<file path="src/rtl/clkcal_pkg.sv">
// Shared types for the clock/calendar serial slave.
// Assumes a byte-oriented two-wire bus with MSB-first data.
package clkcal_pkg;

    // byte sequencer states
    typedef enum logic [2:0] {
        ST_IDLE,
        ST_RX,
        ST_ACK,
        ST_TX,
        ST_RACK,
        ST_RNEXT,
        ST_SKIP
    } link_st_t;

    // which byte of a write is being received
    typedef enum logic [1:0] {
        BK_ADDR,
        BK_PTR,
        BK_DATA
    } byte_kind_t;

    // command codes held in pointer bits 6:4
    localparam logic [2:0] CTL_EXEC  = 3'd0;
    localparam logic [2:0] CTL_STAT  = 3'd1;
    localparam logic [2:0] CTL_PRESC = 3'd2;
    localparam logic [2:0] CTL_TADJ  = 3'd3;
    localparam logic [2:0] CTL_NCLR  = 3'd4;
    localparam logic [2:0] CTL_NSET  = 3'd5;
    localparam logic [2:0] CTL_CCLR  = 3'd6;
    localparam logic [2:0] CTL_BAD   = 3'd7;

    // one-cycle command pulses toward the timekeeping logic
    typedef struct packed {
        logic presc;
        logic tadj;
        logic nclr;
        logic nset;
        logic cclr;
        logic pclr;
    } cmd_t;

endpackage

</file>
<file path="src/rtl/cc_line_sense.sv">
// Synchronises SCL and SDA into the system clock domain and derives
// edge and START/STOP events from the synchronised levels.
// Assumes the system clock is several times faster than SCL.
module cc_line_sense #(
    parameter int SYNC_STAGES = 2
) (
    input  logic clk,
    input  logic rst_n,
    input  logic scl_i,
    input  logic sda_i,
    output logic scl_s,
    output logic sda_s,
    output logic scl_rise,
    output logic scl_fall,
    output logic start_evt,
    output logic stop_evt
);
    logic [SYNC_STAGES-1:0] scl_pipe;
    logic [SYNC_STAGES-1:0] sda_pipe;
    logic scl_q;
    logic sda_q;

    generate
        if (SYNC_STAGES > 1) begin : g_multi
            // shift the raw lines through the synchroniser chain
            always_ff @(posedge clk) begin
                if (!rst_n) begin
                    scl_pipe <= '1;
                    sda_pipe <= '1;
                end else begin
                    scl_pipe <= {scl_pipe[SYNC_STAGES-2:0], scl_i};
                    sda_pipe <= {sda_pipe[SYNC_STAGES-2:0], sda_i};
                end
            end
        end else begin : g_single
            // single capture stage
            always_ff @(posedge clk) begin
                if (!rst_n) begin
                    scl_pipe <= '1;
                    sda_pipe <= '1;
                end else begin
                    scl_pipe <= scl_i;
                    sda_pipe <= sda_i;
                end
            end
        end
    endgenerate

    assign scl_s = scl_pipe[SYNC_STAGES-1];
    assign sda_s = sda_pipe[SYNC_STAGES-1];

    // remember the previous synchronised levels for edge detection
    always_ff @(posedge clk) begin
        if (!rst_n) begin
            scl_q <= 1'b1;
            sda_q <= 1'b1;
        end else begin
            scl_q <= scl_s;
            sda_q <= sda_s;
        end
    end

    assign scl_rise  =  scl_s & ~scl_q;
    assign scl_fall  = ~scl_s &  scl_q;
    assign start_evt =  scl_s &  scl_q & ~sda_s &  sda_q;
    assign stop_evt  =  scl_s &  scl_q &  sda_s & ~sda_q;

endmodule

</file>
<file path="src/rtl/cc_ptr_policy.sv">
// Combinational policy: pointer acceptance, command decode, data
// acceptance and read byte formatting.
// Assumes the stored command/index come from registers (no loops).
module cc_ptr_policy
    import clkcal_pkg::*;
(
    input  logic [4:0] ptr_hi,     // received pointer bits 7:3
    input  logic [2:0] cur_ctrl,
    input  logic [1:0] cur_off,
    input  logic [6:0] rd_raw,
    input  logic       lvl_min,
    input  logic       lvl_sec,
    input  logic       flag_noda,
    input  logic       flag_comp,
    input  logic       flag_powf,
    output logic       ptr_ok,
    output cmd_t       ptr_cmd,
    output logic       data_ok,
    output logic [7:0] tx_byte
);
    logic [2:0] new_ctrl;
    assign new_ctrl = ptr_hi[3:1];

    // decide whether a received pointer byte is accepted
    always_comb begin
        ptr_ok = 1'b1;
        if (ptr_hi[4])                            ptr_ok = 1'b0;
        if (new_ctrl == CTL_BAD)                  ptr_ok = 1'b0;
        if (new_ctrl == CTL_EXEC && ptr_hi[0])    ptr_ok = 1'b0;
    end

    // map the new command code to its pulse
    always_comb begin
        ptr_cmd = '0;
        unique case (new_ctrl)
            CTL_EXEC:  ptr_cmd.pclr  = 1'b1;
            CTL_PRESC: ptr_cmd.presc = 1'b1;
            CTL_TADJ:  ptr_cmd.tadj  = 1'b1;
            CTL_NCLR:  ptr_cmd.nclr  = 1'b1;
            CTL_NSET:  ptr_cmd.nset  = 1'b1;
            CTL_CCLR:  ptr_cmd.cclr  = 1'b1;
            default:   ptr_cmd = '0;
        endcase
    end

    assign data_ok = (cur_ctrl == CTL_EXEC);

    // format the next byte to shift out
    always_comb begin
        if (cur_ctrl == CTL_EXEC) begin
            unique case (cur_off)
                2'd1:    tx_byte = {1'b0,  rd_raw[6:0]};
                2'd3:    tx_byte = {3'b000, rd_raw[4:0]};
                default: tx_byte = {2'b00, rd_raw[5:0]};
            endcase
        end else begin
            tx_byte = {3'b000, lvl_min, lvl_sec, flag_noda, flag_comp, flag_powf};
        end
    end

endmodule

</file>
<file path="src/rtl/cc_link_fsm.sv">
// Byte sequencer: address match, pointer capture, write strobes,
// command pulses and read shifting, with the open-drain enable.
// Assumes events from cc_line_sense; SDA enable changes after SCL falls.
module cc_link_fsm
    import clkcal_pkg::*;
#(
    parameter logic [4:0] ADDR_HI = 5'b11010
) (
    input  logic       clk,
    input  logic       rst_n,
    input  logic       sda_s,
    input  logic       scl_rise,
    input  logic       scl_fall,
    input  logic       start_evt,
    input  logic       stop_evt,
    input  logic [1:0] strap,
    input  logic       ptr_ok,
    input  cmd_t       ptr_cmd,
    input  logic       data_ok,
    input  logic [7:0] tx_byte,
    output logic [7:0] rx_sh,
    output logic [2:0] cur_ctrl,
    output logic [2:0] cur_idx,
    output logic       sda_oe,
    output logic       wr_en,
    output logic [2:0] wr_idx,
    output logic [7:0] wr_data,
    output cmd_t       cmd_q
);
    localparam int BITS = 8;
    localparam int CW   = $clog2(BITS + 1);
    localparam logic [CW-1:0] LAST = CW'(BITS);

    link_st_t   st;
    byte_kind_t kind;
    logic [CW-1:0] cnt;
    logic       rnw;
    logic       addr_hit;
    logic [2:0] next_idx;

    assign addr_hit = (rx_sh[7:1] == {ADDR_HI, strap});
    assign next_idx = {cur_idx[2], cur_idx[1:0] + 2'd1};

    // main sequencer with bus-event priority over byte progress
    always_ff @(posedge clk) begin
        if (!rst_n) begin
            st       <= ST_IDLE;
            kind     <= BK_ADDR;
            cnt      <= '0;
            rnw      <= 1'b0;
            rx_sh    <= '0;
            cur_ctrl <= CTL_EXEC;
            cur_idx  <= '0;
            sda_oe   <= 1'b0;
            wr_en    <= 1'b0;
            wr_idx   <= '0;
            wr_data  <= '0;
            cmd_q    <= '0;
        end else begin
            wr_en <= 1'b0;
            cmd_q <= '0;
            if (start_evt) begin
                st     <= ST_RX;
                kind   <= BK_ADDR;
                cnt    <= '0;
                sda_oe <= 1'b0;
            end else if (stop_evt) begin
                st     <= ST_IDLE;
                cnt    <= '0;
                sda_oe <= 1'b0;
            end else begin
                unique case (st)
                    ST_RX: begin
                        if (scl_rise) begin
                            rx_sh <= {rx_sh[6:0], sda_s};
                            cnt   <= cnt + 1'b1;
                        end else if (scl_fall && cnt == LAST) begin
                            cnt <= '0;
                            unique case (kind)
                                BK_ADDR: begin
                                    if (addr_hit) begin
                                        sda_oe <= 1'b1;
                                        rnw    <= rx_sh[0];
                                        st     <= ST_ACK;
                                    end else begin
                                        st <= ST_SKIP;
                                    end
                                end
                                BK_PTR: begin
                                    if (ptr_ok) begin
                                        sda_oe   <= 1'b1;
                                        st       <= ST_ACK;
                                        cur_ctrl <= rx_sh[6:4];
                                        cur_idx  <= rx_sh[2:0];
                                        cmd_q    <= ptr_cmd;
                                    end else begin
                                        st <= ST_SKIP;
                                    end
                                end
                                default: begin
                                    if (data_ok) begin
                                        sda_oe  <= 1'b1;
                                        st      <= ST_ACK;
                                        wr_en   <= 1'b1;
                                        wr_idx  <= cur_idx;
                                        wr_data <= rx_sh;
                                        cur_idx <= next_idx;
                                    end else begin
                                        st <= ST_SKIP;
                                    end
                                end
                            endcase
                        end
                    end
                    ST_ACK: begin
                        if (scl_fall) begin
                            if (kind == BK_ADDR && rnw) begin
                                st     <= ST_TX;
                                rx_sh  <= tx_byte;
                                sda_oe <= ~tx_byte[7];
                                cnt    <= CW'(1);
                            end else begin
                                sda_oe <= 1'b0;
                                st     <= ST_RX;
                                cnt    <= '0;
                                kind   <= (kind == BK_ADDR) ? BK_PTR : BK_DATA;
                            end
                        end
                    end
                    ST_TX: begin
                        if (scl_fall) begin
                            if (cnt == LAST) begin
                                sda_oe <= 1'b0;
                                st     <= ST_RACK;
                                if (cur_ctrl == CTL_EXEC) cur_idx <= next_idx;
                            end else begin
                                rx_sh  <= {rx_sh[6:0], 1'b0};
                                sda_oe <= ~rx_sh[6];
                                cnt    <= cnt + 1'b1;
                            end
                        end
                    end
                    ST_RACK: begin
                        if (scl_rise) st <= sda_s ? ST_SKIP : ST_RNEXT;
                    end
                    ST_RNEXT: begin
                        if (scl_fall) begin
                            st     <= ST_TX;
                            rx_sh  <= tx_byte;
                            sda_oe <= ~tx_byte[7];
                            cnt    <= CW'(1);
                        end
                    end
                    default: ;
                endcase
            end
        end
    end

endmodule

</file>
<file path="src/rtl/clkcal_i2c_slave.sv">
// Top of the clock/calendar serial slave: line sensing, byte
// sequencing and pointer policy wired together.
// Assumes an external pull-up on SDA; sda_oe=1 pulls the line low.
module clkcal_i2c_slave
    import clkcal_pkg::*;
#(
    parameter logic [4:0] ADDR_HI     = 5'b11010,
    parameter int         SYNC_STAGES = 2
) (
    input  logic       clk,
    input  logic       rst_n,
    input  logic       scl_i,
    input  logic       sda_i,
    output logic       sda_oe,
    input  logic [1:0] strap,
    output logic [2:0] rd_sel,
    input  logic [6:0] rd_raw,
    input  logic       lvl_min,
    input  logic       lvl_sec,
    input  logic       flag_noda,
    input  logic       flag_comp,
    input  logic       flag_powf,
    output logic       wr_en,
    output logic [2:0] wr_idx,
    output logic [7:0] wr_data,
    output logic       presc_rst,
    output logic       time_adj,
    output logic       noda_clr,
    output logic       noda_set,
    output logic       comp_clr,
    output logic       powf_clr
);
    logic scl_s, sda_s, scl_rise, scl_fall, start_evt, stop_evt;
    logic ptr_ok, data_ok;
    cmd_t ptr_cmd, cmd_q;
    logic [7:0] tx_byte, rx_sh;
    logic [2:0] cur_ctrl, cur_idx;

    cc_line_sense #(.SYNC_STAGES(SYNC_STAGES)) u_sense (
        .clk(clk), .rst_n(rst_n), .scl_i(scl_i), .sda_i(sda_i),
        .scl_s(scl_s), .sda_s(sda_s), .scl_rise(scl_rise),
        .scl_fall(scl_fall), .start_evt(start_evt), .stop_evt(stop_evt)
    );

    cc_ptr_policy u_policy (
        .ptr_hi(rx_sh[7:3]), .cur_ctrl(cur_ctrl), .cur_off(cur_idx[1:0]),
        .rd_raw(rd_raw), .lvl_min(lvl_min), .lvl_sec(lvl_sec),
        .flag_noda(flag_noda), .flag_comp(flag_comp), .flag_powf(flag_powf),
        .ptr_ok(ptr_ok), .ptr_cmd(ptr_cmd), .data_ok(data_ok), .tx_byte(tx_byte)
    );

    cc_link_fsm #(.ADDR_HI(ADDR_HI)) u_fsm (
        .clk(clk), .rst_n(rst_n), .sda_s(sda_s), .scl_rise(scl_rise),
        .scl_fall(scl_fall), .start_evt(start_evt), .stop_evt(stop_evt),
        .strap(strap), .ptr_ok(ptr_ok), .ptr_cmd(ptr_cmd), .data_ok(data_ok),
        .tx_byte(tx_byte), .rx_sh(rx_sh), .cur_ctrl(cur_ctrl),
        .cur_idx(cur_idx), .sda_oe(sda_oe), .wr_en(wr_en), .wr_idx(wr_idx),
        .wr_data(wr_data), .cmd_q(cmd_q)
    );

    assign rd_sel    = cur_idx;
    assign presc_rst = cmd_q.presc;
    assign time_adj  = cmd_q.tadj;
    assign noda_clr  = cmd_q.nclr;
    assign noda_set  = cmd_q.nset;
    assign comp_clr  = cmd_q.cclr;
    assign powf_clr  = cmd_q.pclr;

endmodule


</file>
<file path="config.mk">
export PLATFORM = sky130hd
export DESIGN_NAME = clkcal_i2c_slave
export DESIGN_NICKNAME = d
export VERILOG_FILES = /design/src/rtl/clkcal_pkg.sv /design/src/rtl/cc_line_sense.sv /design/src/rtl/cc_ptr_policy.sv /design/src/rtl/cc_link_fsm.sv /design/src/rtl/clkcal_i2c_slave.sv
export SDC_FILE = /design/constraint.sdc
export NUM_CORES = 1
export LEC_CHECK = 0
export BUFFER_PORTS_ARGS = -buffer_cell sky130_fd_sc_hd__buf_2
export CELL_PAD_IN_SITES_DETAIL_PLACEMENT = 1
export CELL_PAD_IN_SITES_GLOBAL_PLACEMENT = 2
export CORE_MARGIN = 5
export CORE_UTILIZATION = 32
export CTS_BUF_LIST = sky130_fd_sc_hd__clkbuf_8
export CTS_CLUSTER_SIZE = 20
export DETAILED_ROUTE_END_ITERATION = 12
export HOLD_SLACK_MARGIN = 0.1
export PLACE_DENSITY = 0.85
export SETUP_SLACK_MARGIN = 0.1
export SYNTH_ARGS = -nofsm -noshare
export SYNTH_HDL_FRONTEND = slang
export SYNTH_SLANG_ARGS = --single-unit
export TNS_END_PERCENT = 50
</file>
<file path="constraint.sdc">
create_clock -name clk -period 1.6 [get_ports clk]
set_input_delay 0.16 -clock clk [delete_from_list [all_inputs] [get_ports clk]]
set_output_delay 0.16 -clock clk [all_outputs]
set_load 0.02 [all_outputs]
</file>
### Word-level counts from Yosys, hierarchy flattened

Index checks and enable logic that the tools add are counted.

| cells by class | value |
|---|---|
| div/mod/pow operators | 0 |
| multiply operators | 0 |
| order comparisons | 0 |
| equality and inequality tests | 38 |
| reduce and logical (&&, ||, !) cells | 25 |
| bitwise logic cells | 23 |
| multiplexer cells | 64 |
| shift-type cells | 0 |
| $add $sub $neg | 2 |

Operators with widths:

| kind | count |
|---|---|
| $mux W8 | 6 |
| $mux W3 | 15 |
| $pmux W8 S4 | 1 |
| $reduce_and A9 Y1 | 3 |
| $mux W4 | 6 |
| $mux W1 | 23 |
| $reduce_and A7 Y1 | 3 |
| $ne A4 B3 Y1 const B | 5 |
| $eq A3 B3 Y1 const B | 6 |
| $pmux W3 S2 | 3 |
| $pmux W4 S4 | 1 |
| $reduce_and A8 Y1 | 2 |
| $reduce_or A8 Y1 | 2 |
| $not A1 Y1 | 15 |
| $pmux W3 S5 | 1 |
| $pmux W7 S2 | 1 |
| $eq A3 B2 Y1 const B | 4 |
| $ne A2 B1 Y1 const B | 6 |
| $ne A2 B2 Y1 const B | 5 |
| $mux W2 | 4 |
| $ne A4 B4 Y1 const B | 2 |
| $and A1 B1 Y1 | 7 |
| $eq A7 B7 Y1 | 1 |
| $mux W7 | 1 |
| 23 further kinds | 29 |

| storage, ports and cells | value |
|---|---|
| output and inout port bits | 22 |
| register bits after elaboration | 49 |
| ROM bits | 0 |
| memories kept | 0 |
| RAM bits | 0 |
| bits in latches | 0 |
| bits of input ports | 18 |

### Longest topological paths before layout

Gate-level depths: netlist of run 1.

| depth | value |
|---|---|
| word-level depth | 10 |
| depth in mapped cells | 7 |
| mapped depth without buffers | 6 |

### Cells and area by module

A second synthesis of run 1 with hierarchy kept.

| second synthesis, totals | value |
|---|---|
| cell total of the unflattened synthesis | 292 |
| area total of the unflattened synthesis | 2596.2 um^2 |

Modules (own cells, without submodules):

| module | cells an instance | sequential area each (um^2) | area an instance (um^2) | instances |
|---|---|---|---|---|
| cc_link_fsm | 256 | 860.8 | 2240.9 | 1 |
| cc_line_sense | 16 | 120.1 | 190.2 | 1 |
| cc_ptr_policy | 20 | 0.0 | 165.2 | 1 |

### Worst setup path before layout of run 1

No wires, ideal clock.

| path | value |
|---|---|
| path type | reg-to-reg |
| from | register u_fsm.cnt[0] |
| to | register u_fsm.cur_idx[2] |
| arrival time | 1572 ps |
| clock period less this slack | 1688 ps |
| path slack | -88 ps |
| setup time | 116 ps |
| buffers on the path | 0 |
| stages on the path, launching flop included | 7 |
| path through | dfxtp_1 inv_1 ha_1 nand3b_1 nor4_1 a31oi_1 a41o_2 |

| between the ends | value |
|---|---|
| word-level cells in the longest chain between the ends | 4 |
| elaborated cells between the ends (all ways) | 5 |

Ends and longest elaborated chain:

| element | line | RTL |
|---|---|---|
| start, declared | cc_link_fsm.sv:36 | `logic [CW-1:0] cnt;` |
| start signal, assigned | cc_link_fsm.sv:76 | `cnt <= cnt + 1'b1;` |
| start signal, assigned | cc_link_fsm.sv:139 | `cnt <= cnt + 1'b1;` |
| $eq A4 B4 Y1 * | cc_link_fsm.sv:77, cc_link_fsm.sv:132 |  |
| $logic_and A1 B1 Y1 | cc_link_fsm.sv:77 | `end else if (scl_fall && cnt == LAST) begin` |
| $ne A2 B1 Y1 (no line) | - |  |
| $reduce_and A9 Y1 (no line) * | - |  |
| end signal, assigned | cc_link_fsm.sv:94 | `cur_idx <= rx_sh[2:0];` |
| end signal, assigned | cc_link_fsm.sv:107 | `cur_idx <= next_idx;` |
| end signal, assigned | cc_link_fsm.sv:135 | `if (cur_ctrl == CTL_EXEC) cur_idx <= next_idx;` |
| end, declared | cc_link_fsm.sv:23 | `output logic [2:0] cur_idx,` |

Mark *: on every way between the ends. The rest lies on a longest branch, timed or not.
A chain may end at the register's enable or synchronous reset.

### Worst setup path in the final report of run 1

| path | value |
|---|---|
| from | register u_fsm.cnt[1] |
| to | register u_fsm.st[2] |

| between the ends | value |
|---|---|
| word-level cells in the longest chain between the ends | 4 |
| elaborated cells between the ends (all ways) | 5 |

Ends and longest elaborated chain:

| element | line | RTL |
|---|---|---|
| $eq A4 B4 Y1 * | cc_link_fsm.sv:77, cc_link_fsm.sv:132 |  |
| $logic_and A1 B1 Y1 | cc_link_fsm.sv:77 |  |
| $ne A2 B1 Y1 (no line) | - |  |
| $reduce_and A8 Y1 (no line) * | - |  |
| end signal, assigned | cc_link_fsm.sv:144 | `if (scl_rise) st <= sda_s ? ST_SKIP : ST_RNEXT;` |
| end, declared | cc_link_fsm.sv:34 | `link_st_t st;` |

Marked as above.

==> impl_results.md, run 1 <==
* Sw Pwr at 0.592 mW
* Leading register cell type out of synthesis: dfxtp_1
* Max Fanout on Critical Path at 4
* Worst-path cell chain: inv_2 -> ha_4 -> nand3b_1 -> buf_4 -> buf_4 -> o21ai_1 -> o211ai_1 -> a31oi_2
* Sequential fraction of design power at a little under three fifths
* Status: complete, but fails checks
* Clock transition at path regs at 100 ps
* Synth top area cells: dfxtp_1 38%, mux2i_1 10%, nor2_1 3.3%, nand2_1 3.2%, o21ai_0 2.7%
* Peak supply drop at about 0.35 mV
* Xor-xnor portion of the synthesized cell area at about 1%
* NumNets Final at 420
* PortBufs at 39
* Vias at about 2800
* Worst Max-Slew Pin Slew at approximately 460 ps
* Unique cell type count in the Yosys netlist at 59
* Synth Area in Simple Gates at approximately 25%
* Worst r2r src: u_fsm.cnt[1]
* CTS Buf Count at 5
* Mux contribution to synthesized area at about an eighth
* # DRC at 0
* Routed Antenna Nets at 0
* Clock Power Share at about a third
* Sequential-to-total area share from yosys stat at between 30% and 40%
* Worst setup EP type: flop
* 1st-pass router iterations at 4
* Fmax at 553 MHz
* Mean post-synth cell area at roughly 9 um2
* Die Height at 100 um
* Arrival time worst endpoint at about 2000 ps
* Fill count at 963
* Synth-to-Final Area Change at 50.7%
* Minimum clock period at ~1800 ps
* Max-slew violation count at 0
* Initial antenna violation count at 0
* DIE AREA at slightly above 10000 um2
* CTS root buf: clkbuf_8
* Leak at 1.70 nW
* Pin count of the biggest net entering global routing at 33
* Gate Count Post-Synth at between 200 and 300
* RSZ-0062 raised after global routing: true
* Most frequent cells in the layout: 65 x buf_4, 42 x dfxtp_1, 39 x buf_2, 25 x mux2i_1, 23 x nor2_1
* Initial Util at around a third
* Mapped Nets at 312
* Clk_lat worst skew at between 300 and 400 ps
* Total of max-cap violations at 0
* Power Internal at about 1.6 mW
* Post-synthesis async set-or-reset flop share at 0%
* CTS tree: built
* Fin crit share at 113%
* Combinational group share of total power at 9.5%
* Ant diodes at 0
* Post-synthesis adder-cell area fraction at under 10%
* Setup TNS at -1800 ps
* Drt wl/cell at 20.6 um
* Buf/Inv on CP at 3
* CTS max path bufs at 2
* Crit path top cell by count: buf_4
* Fraction of layout instances using a drive strength above 1 at 47.3%
* Overflow after GRT at 0
* Critical Path Start Type: flop
* Beginning of the worst hold path: flag_comp
* Area share of the largest cell type after synthesis at between 30% and 40%
* Critical Path RT at 1810 ps
* Site Rows at 33
* Clk sinks at approximately 50
* Total global-route track usage at 20.0%
* DP Wirelength at between 6000 and 7000 um
* Avg Vias per Cell at 5.49
* Worst setup margin at -210 ps
* Total power at between 2 and 2.5 mW
* Largest area contributor in the netlist: dfxtp_1
* Yosys warns at 0
* Vias in the first global route at between 2000 and 3000
* # setup viols final at 20
* 1st-iter DRT viols at ~160
* PD cells at between 500 and 600 nW/um2
* Worst Hold Class: in2reg
* H-tree Lvls at 2
* Failing checks: setup timing
* Family with the most delay on the worst path: compound AO/OA/AOI/OAI gates
* Sw Ratio at between 20% and 30%
* Core area at a little over 8000 um2
* Fin. Hold Viols at 0
* Slew HR at around 70%
* Cell area after synthesis at roughly 2600 um2
* Crit-path slowest cell: dfxtp_2
* Crit-path max cell delay at 340 ps
* Main combinational cell family by area after synthesis: simple AND/OR/NAND/NOR gates
* Die Wd at 100 um
* Synth Area in Compound Gates at approximately 18%
* Worst Clk Skew at between 6 and 7 ps
* First-pass GRT wire length at 15700 um
* Commonest non-fill, non-tap cell in the layout: buf_4
* #FFs+latches synth at roughly 50
* Post-synth EDFFs at 0
* Routability cong. at between 0.9 and 1
* Ports at 40
* Crit path from: u_fsm.cnt[1]
* Kind of critical path: reg2reg
* Post-Route WL at around 10000 um
==> worst min-delay path, stage by stage <==
cell and delay (ps):
buf_2 70, mux2_2 130, o21ai_0 60, mux2i_1 110
==> final timing paths <==
kind	to	slack [ps]	cells past startpoint
max	u_fsm.st[2]	-210	8
min	u_fsm.rx_sh[1]	260	4
max reg2reg	u_fsm.st[2]	-210	8
min reg2reg	u_sense.sda_pipe[1]	420	1
==> per-stage QoR <==
step | setup slack, ps | std cells | utilization (%) | instance area (um2) | hold slack (ps)
2_1_floorplan | -63.3 | 291 | - | 2700 | 261
3_3_place_gp | -261 | 479 | 42.2 | 3410 | 343
3_5_place_dp | -199 | 479 | 42.2 | 3410 | 344
4_1_cts | -121 | 498 | 46.3 | 3750 | 264
5_1_grt | -204 | 505 | 48.6 | 3940 | 305
6_report | -210 | 505 | 48.6 | 3940 | 262
==> layer usage <==
metal	global-route usage [%]	up-vias	share of wire, %
li1	-	1288	-
met1	24.3	1392	43
met2	34.1	69	51
met3	3.96	22	3.0
met4	9.02	0	3.1
met5	0	-	0
==> kinds of logic (layout without fill, tap and decap cells) <==
| group | Yosys count | after routing |
|---|---|---|
| AND/OR/NAND/NOR | 113 | 113 |
| AO/OA/AOI/OAI | 63 | 63 |
| flip-flops | 49 | 49 |
| buffers and inverters | 28 | 137 |
| XOR/XNOR | 3 | 3 |
| adder cells (fa/ha/maj) | 3 | 3 |
| multiplexers | 32 | 32 |
==> cell type report <==
cell class	instances	area (um2)	share of cell area (%)
clock inverters	3	17.5	0.445
well taps	105	131	3.34
flip-flops and latches	49	1000	25.4
multi-input cells	214	1810	45.9
clock buffers	5	68.8	1.75
repair buffers	120	878	22.3
inverters	9	33.8	0.858
==> flip-flops by register name (all words and copies together) (netlist names) <==
name              count
u_fsm.rx_sh           8
u_fsm.wr_data         8
u_fsm.cmd_q           6
u_fsm.cnt             4
u_fsm.cur_ctrl        3
u_fsm.cur_idx         3
u_fsm.st              3
u_fsm.wr_idx          3
u_fsm.kind            2
u_sense.scl_pipe      2
u_sense.sda_pipe      2
u_fsm.rnw             1
u_fsm.sda_oe          1
u_fsm.wr_en           1
u_sense.scl_q         1
u_sense.sda_q         1
==> power by group through the flow <==
| stage | Sequential [mW] | Combinational [mW] | Clock (mW) |
|---|---|---|---|
| 2_1_floorplan | 1.26 | 0.0900 | 0 |
| 3_3_place_gp | 1.26 | 0.165 | 0 |
| 3_5_place_dp | 1.26 | 0.169 | 0 |
| 4_1_cts | 1.23 | 0.191 | 0.774 |
| 5_1_grt | 1.23 | 0.223 | 0.833 |
| 6_report | 1.23 | 0.211 | 0.775 |
==> synth_stat cells, types with 4 or more instances <==
library cell  instances
a21oi_1               8
a31oi_1               5
buf_2                 9
clkbuf_1              8
dfxtp_1              49
inv_1                 8
mux2_2                6
mux2i_1              26
nand2_1              22
nand2b_1             11
nand3_1               7
nand3b_1              6
nor2_1               23
nor2b_1               5
nor3_1                6
nor3b_1               7
nor4_1                4
o211ai_1              7
o21ai_0              14
o31a_1                4
or3_1                 4
==> what timing repair did <==
action,CTS,global route
cloned,0,0
hold endpoints to repair,2,0
pin swaps,15,9
endpoints found under the setup margin,40,41
hold buffers,2,0
resized for setup,38,29
setup buffers,9,7
No activity file was read; power rests on OpenSTA's default activity.
==> run 2, diff against run 1 <==
--- a/config.mk
+++ b/config.mk
@@ -14,6 +14,7 @@
 export CTS_CLUSTER_SIZE = 20
 export DETAILED_ROUTE_END_ITERATION = 12
 export HOLD_SLACK_MARGIN = 0.1
+export MAX_ROUTING_LAYER = met4
 export PLACE_DENSITY = 0.85
 export SETUP_SLACK_MARGIN = 0.1
 export SYNTH_ARGS = -nofsm -noshare
==> run 2 against run 1 <==
Compared with the run above: the run still ends with setup timing left; critical path depth fell by 4; global-route usage increased by 0.50 points; hold slack improved by 6.9 ps; cell count increased by 1.6%; utilization increased by 1.1 points; critical endpoint is now u_fsm.cur_idx[1]; worst setup slack improved by 74 ps; flip-flop and latch count unchanged; wire length down 0.60%; first-iteration DRC count is 16% lower.
==> impl_results.md, run 2 (synthesis results as in run 1) <==
* Final core occ at 49.7% (+1.1 points)
* Sw Ratio at 24.3% (-2.4 points)
* Synth-to-Final Area Change at 54.1%
* Seq. cell area at 1000 um2 (+0.25%)
* Total of max-cap violations at 0 (unchanged)
* Initial Util at 32.3% (unchanged)
* RSZ-0062 raised after global routing: true
* Ports at 40 (unchanged)
* Total global-route track usage at 20.5% (+0.50 points)
* 1st-iter DRT viols at 138 (-16%)
* Ant diodes at 0 (unchanged)
* Failing checks: setup timing
* NumNets Final at 428 (+1.9%)
* Finished Cell Area at 4020 um2 (+2.2%)
* PD cells at 583 nW/um2 (+3.6%)
* Most frequent cells in the layout: 71 x buf_4, 40 x dfxtp_1, 39 x buf_2, 25 x mux2i_1, 20 x nand2_1
* CTS Buf Count at 5 (unchanged)
* Fin. Hold Viols at 0 (unchanged)
* Crit-path max cell delay at 550 ps (+210 ps)
* Sequential fraction of design power at 52.6% (-2.9 points)
* CTS root buf: clkbuf_8
* Core area at 8090 um2 (unchanged)
* Worst Clk Skew at 8.21 ps (+1.82 ps)
* 1st-pass router iterations at 4 (unchanged)
* Clk_lat worst skew at 310 ps (about the same)
* Fmax at 576 MHz (+4.3%)
* DP Cell Count at 480 (+0.21%)
* Arrival time worst endpoint at 1960 ps (-60 ps)
* Setup TNS at -1300 ps (+493 ps)
* Worst Max-Slew Pin Slew at 486 ps (+23.4 ps)
* CTS tree: built
* Fin crit share at 108% (-4.6 points)
* Fraction of layout instances using a drive strength above 1 at 48.8% (+1.5 points)
* CTS max path bufs at 2 (unchanged)
* Fill count at 965 (+0.21%)
* Routability cong. at 0.869 (-5.7%)
* Drt wl/cell at 20.1 um (-2.1%)
* DIE AREA at 10100 um2 (unchanged)
* H-tree Lvls at 2 (unchanged)
* First-pass GRT wire length at 15600 um (-0.84%)
* Pin count of the biggest net entering global routing at 33 (unchanged)
* Worst setup EP type: flop
* Crit path from: u_fsm.rx_sh[5]
* Kind of critical path: reg2reg
* Minimum clock period at 1740 ps (-74.1 ps)
* Max-slew violation count at 0 (unchanged)
* PortBufs at 39 (unchanged)
* Worst r2r src: u_fsm.rx_sh[5]
* Vias at 2789 (+0.65%)
* Worst setup margin at -136 ps (+74.1 ps)
* Clock Power Share at 39.0% (+4.0 points)
* Crit-path slowest cell: or4b_4
* Post-DP Area at 3390 um2 (-0.51%)
* Fin Hold WS at 268 ps (+6.94 ps)
* Area of the multi-input gates at 1810 um2 (about the same)
* Site Rows at 33 (unchanged)
* # setup viols final at 31 (+55%)
* Clk sinks at 49 (unchanged)
* Slew HR at 67.3% (-1.6 points)
* Beginning of the worst hold path: lvl_sec
* Worst Hold Class: in2reg
* Final cell count without fillers at 513 (+1.6%)
* Critical Path RT at 1830 ps (+20 ps)
* Die Wd at 100 um (unchanged)
* # DRC at 0 (unchanged)
* Peak supply drop at 0.395 mV (+14%)
* Combinational group share of total power at 8.4% (-1.1 points)
* Sw Pwr at 0.571 mW (-3.5%)
* Leak at 1.73 nW (+1.9%)
* Power Internal at 1.78 mW (+9.3%)
* Status: complete, but fails checks
* DP Wirelength at 6700 um (-0.70%)
* Clock transition at path regs at 100 ps (about the same)
* Max Fanout on Critical Path at 4 (unchanged)
* Worst-path cell chain: or4b_4 -> a2111o_1 -> o211a_1 -> o32ai_2
* Die Height at 100 um (unchanged)
* Overflow after GRT at 0 (unchanged)
* Top flop regs: u_fsm.rx_sh x8, u_fsm.wr_data x8, u_fsm.cmd_q x6
* Critical Path Start Type: flop
* Commonest non-fill, non-tap cell in the layout: buf_4
* Avg Vias per Cell at 5.44 (-0.92%)
* Vias in the first global route at 2917 (+1.7%)
* Post-Route WL at 10300 um (-0.60%)
* Initial antenna violation count at 0 (unchanged)
* Routed Antenna Nets at 0 (unchanged)
[run 2: cell types whose count changed in the layout (fill, tap and decap cells not counted), moves of 2 or more]
cell / change
nor2b_1: +2
dfxtp_2: +2
buf_6: +3
nor4_2: -2
nor4_4: +2
nor2_2: +3
o2bb2ai_1: +2
a31oi_2: -2
nor2_1: -4
dfxtp_1: -2
o21ai_0: +2
buf_4: +6
nor2b_2: -2
[run 2: layer usage]
layer,track usage (%),wire [um],vias up
met1,24.5,4430,1382
met4,9.22,345,0
met2,34.1,5210,70
li1,-,-,1311
met5,-,0,-
met3,3.06,336,26
[run 2: path summary, 6_finish.rpt]
check,end,depth (start not counted),slack (ps)
worst max-delay path,u_fsm.cur_idx[1],4,-140
worst min-delay path,u_fsm.rx_sh[3],4,270
worst max register to register,u_fsm.cur_idx[1],4,-140
worst min register to register,u_sense.scl_pipe[1],1,410
[run 2: area by class of cell]
| class | instances | share of cell area [%] |
|---|---|---|
| flip-flops and latches | 49 | 24.9 |
| well taps | 105 | 3.26 |
| clock inverters | 3 | 1.06 |
| clock buffers | 5 | 1.71 |
| inverters | 9 | 0.840 |
| multi-input cells | 214 | 44.9 |
| repair buffers | 128 | 23.3 |
[run 2: timing repair]
action,in CTS,in global routing
hold endpoints to repair,2,0
pin swaps,16,7
hold buffers,2,0
resized for setup,45,27
setup buffers,17,6
endpoints found under the setup margin,40,42
[run 2: through the flow]
step                power (mW)  worst slack (ps)
finish                    2.35              -136
global route              2.43              -178
CTS                       2.35             -94.1
detailed placement        1.43              -182
global placement          1.42              -112
floorplan                 1.35             -63.3
[run 2: worst max-delay path, delay by kind of cell (launching register included)]
family             cells  cell delay (ps)
DFF                    1              330
and+or+nand+nor        1              550
AOI/OAI and AO/OA      3              780
[run 2: power groups by stage]
stage | combinational [mW] | sequential, mW | clock, mW
6_report | 0.197 | 1.23 | 0.916
5_1_grt | 0.211 | 1.24 | 0.981
4_1_cts | 0.183 | 1.23 | 0.934
3_5_place_dp | 0.163 | 1.26 | 0
3_3_place_gp | 0.160 | 1.26 | 0
2_1_floorplan | 0.0900 | 1.26 | 0
